## config.mk

```make
export PLATFORM = sky130hd
export DESIGN_NAME = sram_wseq
export DESIGN_NICKNAME = d
export VERILOG_FILES = /design/src/rtl/sram_wseq_pkg.sv /design/src/rtl/sram_wseq_timer.sv /design/src/rtl/sram_wseq_capture.sv /design/src/rtl/sram_wseq_strobe.sv /design/src/rtl/sram_wseq.sv
export SDC_FILE = /design/constraint.sdc
export NUM_CORES = 1
export LEC_CHECK = 0
export BUFFER_PORTS_ARGS = -buffer_cell sky130_fd_sc_hd__buf_4
export CAP_MARGIN = 20
export CORE_ASPECT_RATIO = 0.8
export CORE_MARGIN = 4
export CORE_UTILIZATION = 48
export DETAILED_ROUTE_END_ITERATION = 10
export PLACE_DENSITY = 0.79
export SETUP_SLACK_MARGIN = 0.05
export SLEW_MARGIN = 20
export SYNTH_ARGS = -nofsm -noshare
export SYNTH_HDL_FRONTEND = slang
export SYNTH_HIERARCHICAL = 1
export SYNTH_SLANG_ARGS = --single-unit
```

## constraint.sdc

```tcl
create_clock -name clk -period 2.4 [get_ports clk]
set_input_delay 0.12 -clock clk [delete_from_list [all_inputs] [get_ports clk]]
set_output_delay 0.12 -clock clk [all_outputs]
set_load 0.05 [all_outputs]
```

## src/rtl/sram_wseq_pkg.sv

```systemverilog
// Shared types for the SRAM write sequencer.
// Assumes nothing beyond IEEE 1800-2017 constant functions.
package sram_wseq_pkg;

    // Phase of one write cycle.
    typedef enum logic [2:0] {
        ST_IDLE,
        ST_SETUP,
        ST_PULSE,
        ST_HOLD,
        ST_RECOV
    } wseq_state_e;

    // Larger of two counts, used for derived interval lengths.
    function automatic int unsigned umax(input int unsigned a, input int unsigned b);
        return (a > b) ? a : b;
    endfunction

endpackage

```

## src/rtl/sram_wseq_timer.sv

```systemverilog
// Phase timer: counts cycles spent in the current phase.
// Assumes restart is asserted on the cycle the phase changes; saturates at LIMIT-1.
module sram_wseq_timer #(
    parameter int unsigned CW    = 3,
    parameter int unsigned LIMIT = 4
) (
    input  logic          clk,
    input  logic          rst_n,
    input  logic          restart,
    output logic [CW-1:0] cnt_q,
    output logic [CW-1:0] cnt_nxt
);

    // Next count: zero on a phase change, otherwise step up to the saturation point.
    always_comb begin
        if (restart)                        cnt_nxt = '0;
        else if (cnt_q == CW'(LIMIT - 1))   cnt_nxt = cnt_q;
        else                                cnt_nxt = cnt_q + 1'b1;
    end

    // Count register.
    always_ff @(posedge clk) begin
        if (!rst_n) cnt_q <= '0;
        else        cnt_q <= cnt_nxt;
    end

endmodule

```

## src/rtl/sram_wseq_capture.sv

```systemverilog
// Request capture: holds address, data and lane selects for one write cycle.
// Assumes take is asserted only while the sequencer is idle.
module sram_wseq_capture #(
    parameter int unsigned AW = 20,
    parameter int unsigned DW = 16
) (
    input  logic          clk,
    input  logic          rst_n,
    input  logic          take,
    input  logic [AW-1:0] addr_in,
    input  logic [DW-1:0] data_in,
    input  logic [1:0]    be_in,
    output logic [AW-1:0] addr_q,
    output logic [DW-1:0] data_q,
    output logic [1:0]    be_q,
    output logic [1:0]    be_nxt
);

    // Lane selects as they will be after this edge, for registered strobe decode.
    assign be_nxt = take ? be_in : be_q;

    // Load the request fields on acceptance only.
    always_ff @(posedge clk) begin
        if (!rst_n) begin
            addr_q <= '0;
            data_q <= '0;
            be_q   <= '0;
        end else if (take) begin
            addr_q <= addr_in;
            data_q <= data_in;
            be_q   <= be_in;
        end
    end

endmodule

```

## src/rtl/sram_wseq_strobe.sv

```systemverilog
// Strobe generator: decodes the next phase into memory strobes and registers them,
// so every pin comes straight from a flop. CS_CTRL picks which strobe bounds the pulse.
// Assumes T_WHZ is shorter than the write pulse in write-strobe-bounded mode.
module sram_wseq_strobe
    import sram_wseq_pkg::*;
#(
    parameter bit          CS_CTRL = 1'b0,
    parameter int unsigned T_WHZ   = 2,
    parameter int unsigned CW      = 3
) (
    input  logic          clk,
    input  logic          rst_n,
    input  wseq_state_e   state_nxt,
    input  logic [CW-1:0] cnt_nxt,
    input  logic [1:0]    be_nxt,
    output logic          mem_cs_n,
    output logic          mem_cs2,
    output logic          mem_we_n,
    output logic          mem_ub_n,
    output logic          mem_lb_n,
    output logic          mem_dq_oe
);

    logic access, cs_d, we_d, oe_d;

    // Access window: the phases in which lane strobes are active.
    assign access = (state_nxt == ST_SETUP) || (state_nxt == ST_PULSE) || (state_nxt == ST_HOLD);

    generate
        if (CS_CTRL) begin : g_cs_bound
            // Chip select bounds the pulse; the memory never drives, so data goes out at once.
            assign cs_d = (state_nxt == ST_PULSE);
            assign we_d = access;
            assign oe_d = access;
        end else begin : g_we_bound
            // Write strobe bounds the pulse; drivers wait out the turnaround after it falls.
            assign cs_d = access;
            assign we_d = (state_nxt == ST_PULSE);
            assign oe_d = ((state_nxt == ST_PULSE) && (cnt_nxt >= CW'(T_WHZ)))
                        || (state_nxt == ST_HOLD);
        end
    endgenerate

    // Output flops, inactive levels in reset.
    always_ff @(posedge clk) begin
        if (!rst_n) begin
            mem_cs_n  <= 1'b1;
            mem_cs2   <= 1'b0;
            mem_we_n  <= 1'b1;
            mem_ub_n  <= 1'b1;
            mem_lb_n  <= 1'b1;
            mem_dq_oe <= 1'b0;
        end else begin
            mem_cs_n  <= ~cs_d;
            mem_cs2   <= (state_nxt != ST_IDLE);
            mem_we_n  <= ~we_d;
            mem_ub_n  <= ~(access & be_nxt[1]);
            mem_lb_n  <= ~(access & be_nxt[0]);
            mem_dq_oe <= oe_d;
        end
    end

    // with no lane selected the write strobe never goes low.
    p_no_lane_no_we_r10: assert property (@(posedge clk) disable iff (!rst_n)
        (mem_ub_n && mem_lb_n) |-> mem_we_n);

    generate
        if (CS_CTRL) begin : g_chk_cs
            // chip select falls last, with the write strobe already low.
            p_cs_falls_last_r6: assert property (@(posedge clk) disable iff (!rst_n)
                $fell(mem_cs_n) |-> (!mem_we_n && $past(!mem_we_n)));
            // write strobe rises only once chip select is high.
            p_we_rises_after_cs_r6: assert property (@(posedge clk) disable iff (!rst_n)
                $rose(mem_we_n) |-> mem_cs_n);
            // drivers switch on only while the chip is deselected.
            p_oe_on_deselected_r8: assert property (@(posedge clk) disable iff (!rst_n)
                $rose(mem_dq_oe) |-> mem_cs_n);
        end else begin : g_chk_we
            // write strobe rises first, chip select still low.
            p_we_rises_first_r5: assert property (@(posedge clk) disable iff (!rst_n)
                $rose(mem_we_n) |-> !mem_cs_n);
            // chip select rises only after the write strobe.
            p_cs_rises_after_we_r5: assert property (@(posedge clk) disable iff (!rst_n)
                $rose(mem_cs_n) |-> $past(mem_we_n));
            // drivers switch on only after the write strobe has been low a cycle.
            p_oe_after_turnaround_r7: assert property (@(posedge clk) disable iff (!rst_n)
                $rose(mem_dq_oe) |-> (!mem_we_n && $past(!mem_we_n)));
        end
    endgenerate

endmodule

```

## src/rtl/sram_wseq.sv

```systemverilog
// SRAM write sequencer top: host handshake, phase FSM and derived interval lengths.
// Assumes all interval parameters are at least 1 and the memory output enable is tied active.
module sram_wseq
    import sram_wseq_pkg::*;
#(
    parameter int unsigned AW      = 20,
    parameter int unsigned DW      = 16,
    parameter int unsigned T_AS    = 2,
    parameter int unsigned T_WP    = 3,
    parameter int unsigned T_WHZ   = 2,
    parameter int unsigned T_DS    = 2,
    parameter int unsigned T_DH    = 1,
    parameter int unsigned T_WR    = 3,
    parameter bit          CS_CTRL = 1'b0
) (
    input  logic          clk,
    input  logic          rst_n,
    input  logic          req_valid,
    output logic          req_ready,
    input  logic [AW-1:0] req_addr,
    input  logic [DW-1:0] req_wdata,
    input  logic [1:0]    req_be,
    output logic [AW-1:0] mem_addr,
    output logic [DW-1:0] mem_dq_out,
    output logic          mem_dq_oe,
    output logic          mem_cs_n,
    output logic          mem_cs2,
    output logic          mem_we_n,
    output logic          mem_ub_n,
    output logic          mem_lb_n
);

    localparam int unsigned P_LEN   = CS_CTRL ? umax(T_WP, T_DS) : umax(T_WP, T_WHZ + T_DS);
    localparam int unsigned R_LEN   = (T_WR > T_DH) ? (T_WR - T_DH) : 1;
    localparam int unsigned MAX_LEN = umax(umax(T_AS, P_LEN), umax(T_DH, R_LEN));
    localparam int unsigned CW      = $clog2(MAX_LEN + 1);

    wseq_state_e   state_q, state_d;
    logic [CW-1:0] cnt_q, cnt_nxt, len_m1;
    logic [1:0]    be_q, be_nxt;
    logic          accept, last;

    assign req_ready = (state_q == ST_IDLE);
    assign accept    = req_valid && req_ready;

    // Final count of the current phase.
    always_comb begin
        unique case (state_q)
            ST_SETUP: len_m1 = CW'(T_AS - 1);
            ST_PULSE: len_m1 = CW'(P_LEN - 1);
            ST_HOLD:  len_m1 = CW'(T_DH - 1);
            ST_RECOV: len_m1 = CW'(R_LEN - 1);
            default:  len_m1 = '0;
        endcase
    end
    assign last = (cnt_q == len_m1);

    // Phase sequencing; an empty lane selection goes straight to recovery.
    always_comb begin
        state_d = state_q;
        unique case (state_q)
            ST_IDLE:  if (accept) state_d = (|req_be) ? ST_SETUP : ST_RECOV;
            ST_SETUP: if (last)   state_d = ST_PULSE;
            ST_PULSE: if (last)   state_d = ST_HOLD;
            ST_HOLD:  if (last)   state_d = ST_RECOV;
            ST_RECOV: if (last)   state_d = ST_IDLE;
            default:              state_d = ST_IDLE;
        endcase
    end

    // Phase register.
    always_ff @(posedge clk) begin
        if (!rst_n) state_q <= ST_IDLE;
        else        state_q <= state_d;
    end

    sram_wseq_timer #(.CW(CW), .LIMIT(MAX_LEN)) u_timer (
        .clk     (clk),
        .rst_n   (rst_n),
        .restart (state_d != state_q),
        .cnt_q   (cnt_q),
        .cnt_nxt (cnt_nxt)
    );

    sram_wseq_capture #(.AW(AW), .DW(DW)) u_capture (
        .clk     (clk),
        .rst_n   (rst_n),
        .take    (accept),
        .addr_in (req_addr),
        .data_in (req_wdata),
        .be_in   (req_be),
        .addr_q  (mem_addr),
        .data_q  (mem_dq_out),
        .be_q    (be_q),
        .be_nxt  (be_nxt)
    );

    sram_wseq_strobe #(.CS_CTRL(CS_CTRL), .T_WHZ(T_WHZ), .CW(CW)) u_strobe (
        .clk       (clk),
        .rst_n     (rst_n),
        .state_nxt (state_d),
        .cnt_nxt   (cnt_nxt),
        .be_nxt    (be_nxt),
        .mem_cs_n  (mem_cs_n),
        .mem_cs2   (mem_cs2),
        .mem_we_n  (mem_we_n),
        .mem_ub_n  (mem_ub_n),
        .mem_lb_n  (mem_lb_n),
        .mem_dq_oe (mem_dq_oe)
    );

    // the host sees busy on the cycle after acceptance.
    p_busy_after_accept_r1: assert property (@(posedge clk) disable iff (!rst_n)
        accept |=> !req_ready);

    // address and data hold for the whole busy period.
    p_fields_hold_r2: assert property (@(posedge clk) disable iff (!rst_n)
        (!req_ready && $past(!req_ready)) |-> ($stable(mem_addr) && $stable(mem_dq_out)));

    // second chip select covers every busy cycle and only those.
    p_cs2_tracks_busy_r4: assert property (@(posedge clk) disable iff (!rst_n)
        mem_cs2 == !req_ready);

    // lane strobes follow the captured lane selects.
    p_lane_map_r3: assert property (@(posedge clk) disable iff (!rst_n)
        (!mem_ub_n -> be_q[1]) && (!mem_lb_n -> be_q[0]));

endmodule

```

== Word level (Yosys, flattened, before mapping) ==
Index checks and enable logic that the tools add are counted.

* Add/sub/neg operators: 1
* Magnitude comparators: 1
* Equality and inequality tests: 10
* Multiplexer cells: 11
* Bitwise gates (word level): 6
* Reductions and logical operators: 9

{| class="wikitable"
|+ Operators with widths
! kind !! count
|-
| $mux W3 || 8
|-
| $eq A3 B2 Y1 const B || 5
|-
| $pmux W3 S5 || 1
|-
| $eq A3 B1 Y1 const B || 2
|-
| $not A1 Y1 || 4
|-
| $pmux W2 S2 || 1
|-
| $reduce_or A2 Y1 || 2
|-
| $add A3 B1 Y3 const B || 1
|-
| $eq A3 B3 Y1 || 1
|-
| $eq A3 B3 Y1 const B || 1
|-
| $ge A3 B2 Y1 const B || 1
|-
| $logic_not A3 Y1 || 1
|-
| $logic_or A1 B1 Y1 || 3
|-
| $ne A3 B3 Y1 || 1
|-
| $reduce_bool A3 Y1 || 1
|-
| $and A1 B1 Y1 || 2
|-
| $logic_and A1 B1 Y1 || 2
|-
| $mux W2 || 1
|}

* Bits in registers: 50
* Bits of input ports: 41
* Logic and storage cells: 49

== Longest topological paths before layout ==
Gate-level depths: netlist (run 1).

* Depth in word-level cells: 11
* Gate-level depth with buffers: 6

== Hierarchy ==
Netlist (run 1), hierarchy kept.

{| class="wikitable"
|+ Modules (own cells, without submodules)
! module !! instances !! cells each !! area an instance (µm²) !! sequential area each (µm²)
|-
| sram_wseq_capture || 1 || 122 || 1465.2 || 760.7
|-
| sram_wseq || 1 || 39 || 310.3 || 60.1
|-
| sram_wseq_strobe || 1 || 13 || 180.2 || 120.1
|-
| sram_wseq_timer || 1 || 15 || 140.1 || 60.1
|}

== Worst setup path before layout (run 1) ==
No wires, ideal clock.

* Kind: flip-flop to flip-flop
* From: register u_timer.cnt_q[0]
* To: register u_strobe.mem_dq_oe
* Library setup time: 0.122 ns
* Data arrival time: 1.687 ns
* Data required time: 2.278 ns
* Path slack: 0.592 ns
* Cell stages (with the launch flop): 6
* Buffers on the path: 0
* Period minus slack after synthesis: 1.808 ns
* Path through: dfxtp_1 nor4bb_1 a21oi_1 o311ai_0 nor2_1 o311a_1

* Word-level cells in the longest chain between the ends: 8

{| class="wikitable"
|+ Ends and longest elaborated chain
! element !! RTL line !! source
|-
| from (decl) || sram_wseq_timer.sv:10 || <nowiki>output logic [CW-1:0] cnt_q,</nowiki>
|-
| from (signal assigned) || sram_wseq_timer.sv:24 || <nowiki>else cnt_q <= cnt_nxt;</nowiki>
|-
| $eq A3 B3 Y1 || sram_wseq.sv:56 || <nowiki>assign last = (cnt_q == len_m1);</nowiki>
|-
| $mux W3 (on tied branches) || - ||
|-
| $pmux W3 S5 || sram_wseq.sv:61 || <nowiki>unique case (state_q)</nowiki>
|-
| $ne A3 B3 Y1 || sram_wseq.sv:80 || <nowiki>.restart (state_d != state_q),</nowiki>
|-
| $mux W3 (*) || sram_wseq_timer.sv:16 || <nowiki>if (restart) cnt_nxt = '0;</nowiki>
|-
| named net cnt_nxt[2] || sram_wseq.sv:39 || <nowiki>logic [CW-1:0] cnt_q, cnt_nxt, len_m1;</nowiki>
|-
| $ge A3 B2 Y1 (*) || sram_wseq_strobe.sv:39 || <nowiki>assign oe_d = ((state_nxt == ST_PULSE) && (cnt_nxt >= CW'(T_WHZ)))</nowiki>
|-
| $logic_and A1 B1 Y1 (*) || sram_wseq_strobe.sv:39 ||
|-
| $logic_or A1 B1 Y1 (*) || sram_wseq_strobe.sv:40 || <nowiki>|| (state_nxt == ST_HOLD);</nowiki>
|-
| to (signal assigned) || sram_wseq_strobe.sv:52 || <nowiki>mem_dq_oe <= 1'b0;</nowiki>
|-
| to (signal assigned) || sram_wseq_strobe.sv:59 || <nowiki>mem_dq_oe <= oe_d;</nowiki>
|-
| to (decl) || sram_wseq_strobe.sv:21 || <nowiki>output logic mem_dq_oe</nowiki>
|}

The timed path passes the listed nets; every way through them passes the cells marked *.
A chain may end at the register's enable or synchronous reset.

== Worst setup path after layout (run 1) ==
* From: register state_q[2]
* To: register u_strobe.mem_dq_oe

* Word-level cells in the longest chain between the ends: 11

{| class="wikitable"
|+ Ends and longest elaborated chain
! element !! RTL line !! source
|-
| from (decl) || sram_wseq.sv:38 || <nowiki>wseq_state_e state_q, state_d;</nowiki>
|-
| from (signal assigned) || sram_wseq.sv:74 || <nowiki>else state_q <= state_d;</nowiki>
|-
| $eq A3 B3 Y1 / $eq A3 B1 Y1 (equally long branches) || sram_wseq.sv:48, sram_wseq.sv:61 ||
|-
| $reduce_or A2 Y1 (no source line) || - ||
|-
| $pmux W2 S2 || sram_wseq.sv:48 || <nowiki>unique case (state_q)</nowiki>
|-
| $eq A3 B3 Y1 || sram_wseq.sv:56 ||
|-
| $mux W3 (on tied branches) || - ||
|-
| $pmux W3 S5 || sram_wseq.sv:61 ||
|-
| $ne A3 B3 Y1 (*) || sram_wseq.sv:80 ||
|-
| $mux W3 (*) || sram_wseq_timer.sv:16 ||
|-
| named net cnt_nxt[2] || sram_wseq.sv:39 ||
|-
| $ge A3 B2 Y1 (*) || sram_wseq_strobe.sv:39 ||
|-
| $logic_and A1 B1 Y1 (*) || sram_wseq_strobe.sv:39 ||
|-
| $logic_or A1 B1 Y1 (*) || sram_wseq_strobe.sv:40 ||
|}

Marks and branches as above.

==> results of run 1 <==
-- area by class of cell --
| cell class | instances | area share |
|---|---|---|
| inverter | 2 | 0.00266 |
| multi-input combinational | 125 | 0.351 |
| timing repair buffer | 84 | 0.228 |
| sequential | 50 | 0.354 |
| clock buffer | 8 | 0.0390 |
| tap | 57 | 0.0252 |
-- registers in the layout, summed over array words and instances, names as in the netlist --
signal,cells
state_q,3
u_capture/addr_q,20
u_capture/be_q,2
u_capture/data_q,16
u_strobe/mem_cs2,1
u_strobe/mem_cs_n,1
u_strobe/mem_dq_oe,1
u_strobe/mem_lb_n,1
u_strobe/mem_ub_n,1
u_strobe/mem_we_n,1
u_timer/cnt_q,3
-- metrics by stage --
stage / power (mW) / std cells / util
CTS: 2.18 / 326 / 0.672
finish: 2.16 / 326 / 0.672
global route: 2.27 / 326 / 0.672
floorplan: 1.44 / 188 / -
global placement: 1.62 / 318 / 0.646
detailed placement: 1.63 / 318 / 0.646
-- power breakdown --
group / internal, mW / total (mW) / switching, mW / leakage (nW)
clock network: 0.291 / 0.555 / 0.264 / 0.0575
logic: 0.257 / 0.646 / 0.389 / 0.815
registers: 0.902 / 0.958 / 0.0554 / 0.411
total: 1.45 / 2.16 / 0.708 / 1.28
-- metal layers --
metal | GRT usage | up-vias
met5 | 0 | -
met3 | 0.0595 | 7
met4 | 0.0685 | 0
met1 | 0.209 | 716
li1 | - | 806
met2 | 0.261 | 74
-- path summary, 6_finish.rpt --
kind,slack [ps],to,start
worst min register to register,520,u_capture/addr_q[0],u_capture/addr_q[0]
worst min-delay path,70,u_capture/addr_q[15],req_addr[15]
worst max-delay path,430,u_strobe/mem_dq_oe,state_q[2]
worst max register to register,430,u_strobe/mem_dq_oe,state_q[2]
-- cells in the final DEF, fill, tap and decap left out, types with 2 or more instances in the layout --
cell / count
o211ai_1: 2
nor3b_1: 2
clkbuf_8: 8
nand2b_1: 3
nand3_1: 2
mux2_4: 2
a21oi_1: 4
nor3_1: 2
nor2_1: 9
mux2i_1: 38
buf_4: 83
nor2b_1: 37
nor2b_4: 2
dfxtp_1: 50
and2_1: 2
inv_1: 2
-- worst max-delay path, delay by kind of cell (launching register included) --
kind | cells | cell delay, ps
simple gates | 1 | 100
fa+ha+maj | 1 | 270
compound gates | 3 | 860
flops | 1 | 630
==> run_results.csv, run 1 <==
group,metric,value,unit
run_status,outcome,"completed",
detailed_routing,drt-total-wl,4470,um
cells_and_area,multiInputGateArea,992,sq um
detailed_routing,final_antenna_net_count,0,
detailed_routing,vias_per_cell,4.92,
detailed_routing,wl_met3,439,um
place,hpwl,3130,um
timing,finalMaxSlewViolations,0,
timing,worstMarginPinSlew,495,ps
power_and_ir_drop,ir_drop,432,uV
cells_and_area,fill_cells,349,
clock_tree,tritoncts.num_buffers,5,
flow_run,maxCapViolCount,0,
setup_path,critPathKind,"reg2reg",
place,placed_area,2720,sq um
detailed_routing,dr.max_layer_used,"met4",
yosys,synth.avg_cell_area,11.1,sq um
clock_tree,cts_tree,"done",
cells_and_area,final_layout_size_suffix_gt1_frac,0.368,
die,dieWidth,81.8,um
place,gp_congestion,0.802,
die,dieArea,5490,sq um
clock_tree,post_cts_buffers,0,
detailed_routing,drt_first_iter_violations,129,
clock_tree,holdBufCountCts,0,
setup_path,cp.required,2590,ps
die,io_pins,84,
detailed_routing,met2WireLength,2060,um
timing,fmax,508,MHz
yosys,netlist_area,2090,sq um
die,rows,21,
cells_and_area,area_growth,35.0,%
cells_and_area,seqCellArea,1000,sq um
place,io_buffer_count,83,
grt,overflow,0,
detailed_routing,wl_per_cell,13.7,um
timing,finalCritPeriodShare,0.821,
clock_tree,cts_buffer_depth,2,
clock_tree,h-tree-depth,2,
setup_path,critPathMaxStageDelay,630,ps
yosys,yosys_warnings,6,
setup_path,arrival,2160,ps
place,post-place-ws,455,ps
grt,antenna_found_initial,0,
grt,grt_usage,0.168,
grt,first_global_vias,1501,
timing,rsz0062_at_grt,"no",
yosys,netlist_instances,188,
min_path,min_path_type,"in2reg",
yosys,mappedNetlistNets,230,
detailed_routing,drtPass1Iterations,4,
setup_path,start_kind,"register",
timing,hold_slack,70.4,ps
grt,grt_max_degree,44,
setup_path,rr_worst_depth,5,
clock_tree,path_clk_slew,90,ps
die,initial_core_util,0.498,
cells_and_area,nets,310,
detailed_routing,drc_errors,0,
grt,grt_pass1_wl,7000,um
timing,setup_tns,0,ps
clock_tree,cts_resized,0,
setup_path,end_kind,"register",
setup_path,path_cells,"maj3_1 -> a21oi_1 -> o311ai_0 -> nor2_1 -> o311a_1",
cells_and_area,final_area,2830,sq um
timing,fin_crit,1970,ps
die,coreArea,4200,sq um
die,die_h,67.1,um
timing,finClkSkew,3.77,ps
detailed_routing,wl_met1,1910,um
setup_path,cp_max_fo,14,
clock_tree,cts_root_buffer,"clkbuf_8",
power_and_ir_drop,power.density,764,nW/um^2
timing,slew_headroom,0.666,
power_and_ir_drop,p_leak,1.28,nW
min_path,whs_path_depth,3,
setup_path,cp_slowest_cell,"dfxtp_1",
timing,hold_viol_final,0,
clock_tree,clock-sinks,50,
cells_and_area,diodes,0,
clock_tree,clock_latency,300,ps
timing,setup_violations,0,
detailed_routing,num_vias,1603,
timing,worst_slack,430,ps
Note: power is estimated with default switching activity, not from simulation.
==> inputs of run 2 (changes only) <==
CORE_UTILIZATION = 43   (was 48)
PLACE_DENSITY = 0.75   (was 0.79)
clock period = 1.6 ns   (was 2.4 ns; I/O delays follow)
==> run 2 against run 1 <==
Compared with the run above: cell count grew 8.3%; highest routed layer unchanged; worst hold slack lost 33 ps; die area rose by 10%; the run now ends with setup timing left.
==> run_results.csv, run 2 (synthesis results as in run 1) <==
group,metric,value,unit
grt,overflow,0,
setup_path,critPathKind,"reg2reg",
cells_and_area,mostFrequentLayoutCells,"buf_4, dfxtp_1, mux2i_1",
cells_and_area,largest_reg_flops,20,
setup_path,critPathMaxStageDelay,380,ps
place,hpwl,3470,um
detailed_routing,met2WireLength,2220,um
timing,setup_violations,4,
clock_tree,cts_root_buffer,"clkbuf_8",
place,placed_area,2860,sq um
timing,worstMarginPinSlew,405,ps
die,io_pins,84,
timing,slew_headroom,0.729,
setup_path,cp_slowest_cell,"dfxtp_4",
power_and_ir_drop,seq_power_share,0.410,
cells_and_area,regMostFlops,"u_capture/addr_q",
grt,first_global_vias,1682,
power_and_ir_drop,ir_drop,628,uV
timing,finalMaxSlewViolations,0,
setup_path,path_buf_inv,2,
setup_path,path_cells,"buf_4 -> o21a_1 -> o41ai_4 -> a21oi_2 -> buf_4 -> nand3b_1",
timing,fmax,605,MHz
clock_tree,tritoncts.num_buffers,5,
cells_and_area,reg_top3,"u_capture/addr_q: 20 flops, u_capture/data_q: 16 flops",
timing,finalCritPeriodShare,1.03,
cells_and_area,fill_cells,375,
detailed_routing,drc_errors,0,
min_path,min_path_type,"in2reg",
power_and_ir_drop,intPower,2.36,mW
clock_tree,clock-sinks,50,
setup_path,cp_max_fo,5,
cells_and_area,area_growth,50.3,%
power_and_ir_drop,clockPowerShare,0.256,
place,gp_congestion,0.818,
power_and_ir_drop,combPwrFrac,0.333,
clock_tree,holdBufCountCts,0,
clock_tree,cts_tree,"done",
grt,grt_usage,0.159,
setup_path,end_kind,"register",
detailed_routing,drt_first_iter_violations,71,
detailed_routing,final_antenna_net_count,0,
die,rows,22,
cells_and_area,multiInputGateArea,1080,sq um
timing,hold_viol_final,0,
grt,grt_pass1_wl,7670,um
die,dieWidth,86.0,um
grt,antenna_found_initial,0,
place,post-place-ws,-133,ps
setup_path,crit_top_cell,"buf_4",
detailed_routing,num_vias,1687,
cells_and_area,diodes,0,
power_and_ir_drop,power.density,1100,nW/um^2
setup_path,cp.required,1760,ps
die,dieArea,6050,sq um
die,initial_core_util,0.450,
detailed_routing,drtPass1Iterations,4,
timing,worst_slack,-52.3,ps
timing,fin_crit,1650,ps
cells_and_area,final_layout_size_suffix_gt1_frac,0.488,
grt,grt_max_degree,44,
power_and_ir_drop,power.switching,1.11,mW
detailed_routing,wl_met3,439,um
die,die_h,70.4,um
run_status,violations,"setup timing",
clock_tree,clock_latency,290,ps
setup_path,arrival,1820,ps
detailed_routing,dr.max_layer_used,"met4",
cells_and_area,final_area,3140,sq um
cells_and_area,final_common_cell,"buf_4",
detailed_routing,vias_per_cell,4.78,
clock_tree,path_clk_slew,90,ps
detailed_routing,wl_per_cell,14.2,um
cells_and_area,seqCellArea,1020,sq um
flow_run,maxCapViolCount,0,
setup_path,path_delay_family,"compound AO/OA/AOI/OAI gates",
cells_and_area,nets,335,
place,io_buffer_count,83,
detailed_routing,wl_met1,2300,um
die,coreArea,4650,sq um
run_status,outcome,"finished with violations",
detailed_routing,drt-total-wl,5010,um
clock_tree,cts_buffer_depth,2,
clock_tree,h-tree-depth,2,
power_and_ir_drop,switching_share,0.320,
timing,rsz0062_at_grt,"yes",
timing,finClkSkew,3.93,ps
power_and_ir_drop,p_leak,1.45,nW
setup_path,start_kind,"register",
## run 2: per-layer routing
| metal | vias to the layer above | GRT usage |
|---|---|---|
| li1 | 853 | - |
| met1 | 779 | 0.212 |
| met2 | 50 | 0.228 |
| met3 | 5 | 0.0708 |
| met4 | 0 | 0.0527 |
| met5 | - | 0 |
## run 2: path summary, 6_finish.rpt
kind                                           start                   end  slack, ps  depth (start not counted)
worst min-delay path                     req_addr[5]   u_capture/addr_q[5]         40                          3
worst max register to register            state_q[2]     u_strobe/mem_we_n        -50                          6
worst max-delay path                      state_q[2]     u_strobe/mem_we_n        -50                          6
worst min register to register  u_capture/addr_q[16]  u_capture/addr_q[16]        520                          2
## run 2: what timing repair did
item	4_1_cts	5_1_grt
pin swaps	2	7
setup endpoints to repair	44	39
resized for setup	17	15
cloned	0	0
setup buffers	5	2
## run 2: worst min-delay path: stages
cell and delay [ps]:
buf_4 80, mux2i_1 50, nor2b_1 90
## run 2: area by class of cell
type | instances | area share
clock buffers | 6 | 0.0263
well taps | 60 | 0.0239
multi-input cells | 125 | 0.343
flip-flops and latches | 50 | 0.323
inverters | 2 | 0.00239
repair buffers | 109 | 0.271
clock inverters | 1 | 0.00955
## run 2: power by group through the flow
stage / sequential (mW) / clock [mW] / combinational [mW]
5_1_grt: 1.44 / 0.971 / 1.22
3_3_place_gp: 1.44 / 0 / 1.06
4_1_cts: 1.42 / 0.915 / 1.12
3_5_place_dp: 1.45 / 0 / 1.07
2_1_floorplan: 1.76 / 0 / 0.418
6_report: 1.42 / 0.889 / 1.16
## run 2: metrics by stage
step / total power, mW / utilization / cells / hold slack [ps] / setup TNS [ps]
floorplan: 2.17 / - / 188 / 182 / -17.3
global placement: 2.51 / 0.615 / 339 / 334 / -589
detailed placement: 2.52 / 0.615 / 339 / 345 / -897
CTS: 3.46 / 0.660 / 351 / 25.6 / 0
global route: 3.63 / 0.676 / 353 / 21.9 / -656
finish: 3.47 / 0.676 / 353 / 37.4 / -125
==> inputs of run 3 (changes only) <==
BUFFER_PORTS_ARGS = not set   (was -buffer_cell sky130_fd_sc_hd__buf_4)
CORE_UTILIZATION = 55   (was 43)
DONT_BUFFER_PORTS = 1   (was not set)
PLACE_DENSITY = 0.73   (was 0.75)
==> run 3 against run 2 <==
Compared with the run above: the run ends with hold timing, setup timing left; clock power shrank 2%; register-to-register slack lost 70 ps; fmax shrank 4.3%; critical path depth shrank 1; flip-flop and latch count is the same; worst setup slack lost 75 ps; first-iteration DRC count grew 75%; critical endpoint is now u_strobe/mem_dq_oe.
==> run_results.csv, run 3 (synthesis results as in run 1) <==
group,metric,value,unit
run_status,outcome,"finished with violations",
run_status,violations,"hold timing, setup timing",
detailed_routing,drtPass1Iterations,4,
power_and_ir_drop,power.density,1100,nW/um^2
timing,fmax,579,MHz
grt,grt_pass1_wl,7810,um
timing,finClkSkew,5.88,ps
timing,finalMaxSlewViolations,0,
setup_path,end_kind,"register",
detailed_routing,num_vias,1810,
setup_path,critPathKind,"reg2reg",
setup_path,cp.required,1790,ps
setup_path,start_kind,"register",
clock_tree,h-tree-depth,2,
die,dieArea,4860,sq um
setup_path,timing.rr.start,"u_timer/cnt_q[1]",
setup_path,rrSetupSlack,-130,ps
cells_and_area,area_growth,55.5,%
grt,antenna_found_initial,1,
timing,setup_violations,12,
detailed_routing,vias_per_cell,5.52,
clock_tree,clock_latency,300,ps
die,coreArea,3540,sq um
detailed_routing,drt_first_iter_violations,124,
timing,finalCritPeriodShare,1.08,
detailed_routing,wl_per_cell,21.1,um
grt,first_global_vias,1631,
clock_tree,cts_root_buffer,"clkbuf_8",
flow_run,maxCapViolCount,0,
cells_and_area,final_common_cell,"buf_4",
min_path,hp-start,"req_addr[0]",
detailed_routing,final_antenna_net_count,0,
cells_and_area,reg_top3,"u_capture/addr_q: 20 flops, u_capture/data_q: 16 flops",
cells_and_area,mostFrequentLayoutCells,"buf_4, dfxtp_1, nor2b_1",
setup_path,cp_max_fo,7,
clock_tree,clock-sinks,50,
detailed_routing,drc_errors,0,
detailed_routing,drt-total-wl,6930,um
place,gp_congestion,0.831,
cells_and_area,nets,326,
cells_and_area,multiInputGateArea,1130,sq um
die,initial_core_util,0.591,
timing,hold_slack,-30.0,ps
min_path,min_to,"u_capture/addr_q[0]",
min_path,whs_path_depth,2,
grt,overflow,0,
place,io_buffer_count,0,
timing,setup_tns,-684,ps
cells_and_area,final_layout_size_suffix_gt1_frac,0.372,
clock_tree,path_clk_slew,90,ps
clock_tree,cts_buffer_depth,2,
setup_path,arrival,1920,ps
min_path,min_path_type,"in2reg",
clock_tree,cts_tree,"done",
timing,hold_viol_final,3,
timing,worst_slack,-127,ps
cells_and_area,seqCellArea,1010,sq um
die,dieWidth,77.0,um
power_and_ir_drop,power,3.59,mW
power_and_ir_drop,p_leak,1.40,nW
clock_tree,tritoncts.num_buffers,5,
power_and_ir_drop,ir_drop,862,uV
cells_and_area,regMostFlops,"u_capture/addr_q",
place,post-place-ws,-139,ps
setup_path,timing.rr.end,"u_strobe/mem_dq_oe",
cells_and_area,largest_reg_flops,20,
grt,grt_max_degree,44,
setup_path,rr_worst_depth,5,
timing,rsz0062_at_grt,"yes",
timing,fin_crit,1730,ps
die,rows,19,
cells_and_area,fill_cells,123,
place,hpwl,3240,um
die,die_h,63.2,um
timing,slew_headroom,0.639,
die,io_pins,84,
grt,grt_usage,0.199,
timing,worstMarginPinSlew,537,ps
run 3: per-layer routing:
layer,share of wire,GRT usage
met3,0.082,0.0712
met2,0.52,0.366
met5,0,0
met4,0.029,0.0543
met1,0.37,0.214
run 3: power breakdown:
group / switching, mW / internal (mW)
clock network: 0.408 / 0.467
registers: 0.115 / 1.35
logic: 0.693 / 0.554
total: 1.22 / 2.37
run 3: timing repair:
item	CTS	global route
endpoints found under the hold margin	46	42
pin swaps	4	6
resized for setup	17	23
buffers inserted	6	7
hold buffers	4	32
endpoints found under the setup margin	31	45
cloned	2	1
run 3: how the worst max path moves through the flow:
| stage | startpoint | end | cells past startpoint |
|---|---|---|---|
| global route | u_timer/cnt_q[0] | u_strobe/mem_dq_oe | 6 |
| finish | u_timer/cnt_q[1] | u_strobe/mem_dq_oe | 5 |
| CTS | state_q[1] | u_strobe/mem_dq_oe | 7 |
| global placement | state_q[1] | u_strobe/mem_we_n | 5 |
| floorplan | u_timer/cnt_q[0] | u_strobe/mem_dq_oe | 5 |
| detailed placement | state_q[1] | u_strobe/mem_we_n | 5 |
run 3: cell type report:
type,count,share of cell area
timing repair buffer,100,0.288
inverter,2,0.00231
multi-input combinational,125,0.347
sequential,50,0.312
clock inverter,2,0.0115
antenna,1,0.000769
tap,42,0.0162
clock buffer,6,0.0223
run 3: metrics by stage:
stage,hold WS (ps),util,cells,instance area [sq um]
after floorplan,182,-,188,2110
after global placement,192,0.691,269,2450
after detailed placement,205,0.691,269,2450
after CTS,-102,0.787,289,2790
after global routing,-17.5,0.918,328,3250
final,-30.0,0.918,328,3250
run 3: worst max-delay path: stages (launching register included):
cell	delay (ps)
dfxtp_2	500
ha_1	250
nor2b_4	190
mux2i_2	290
nor2_1	70
o311a_1	330
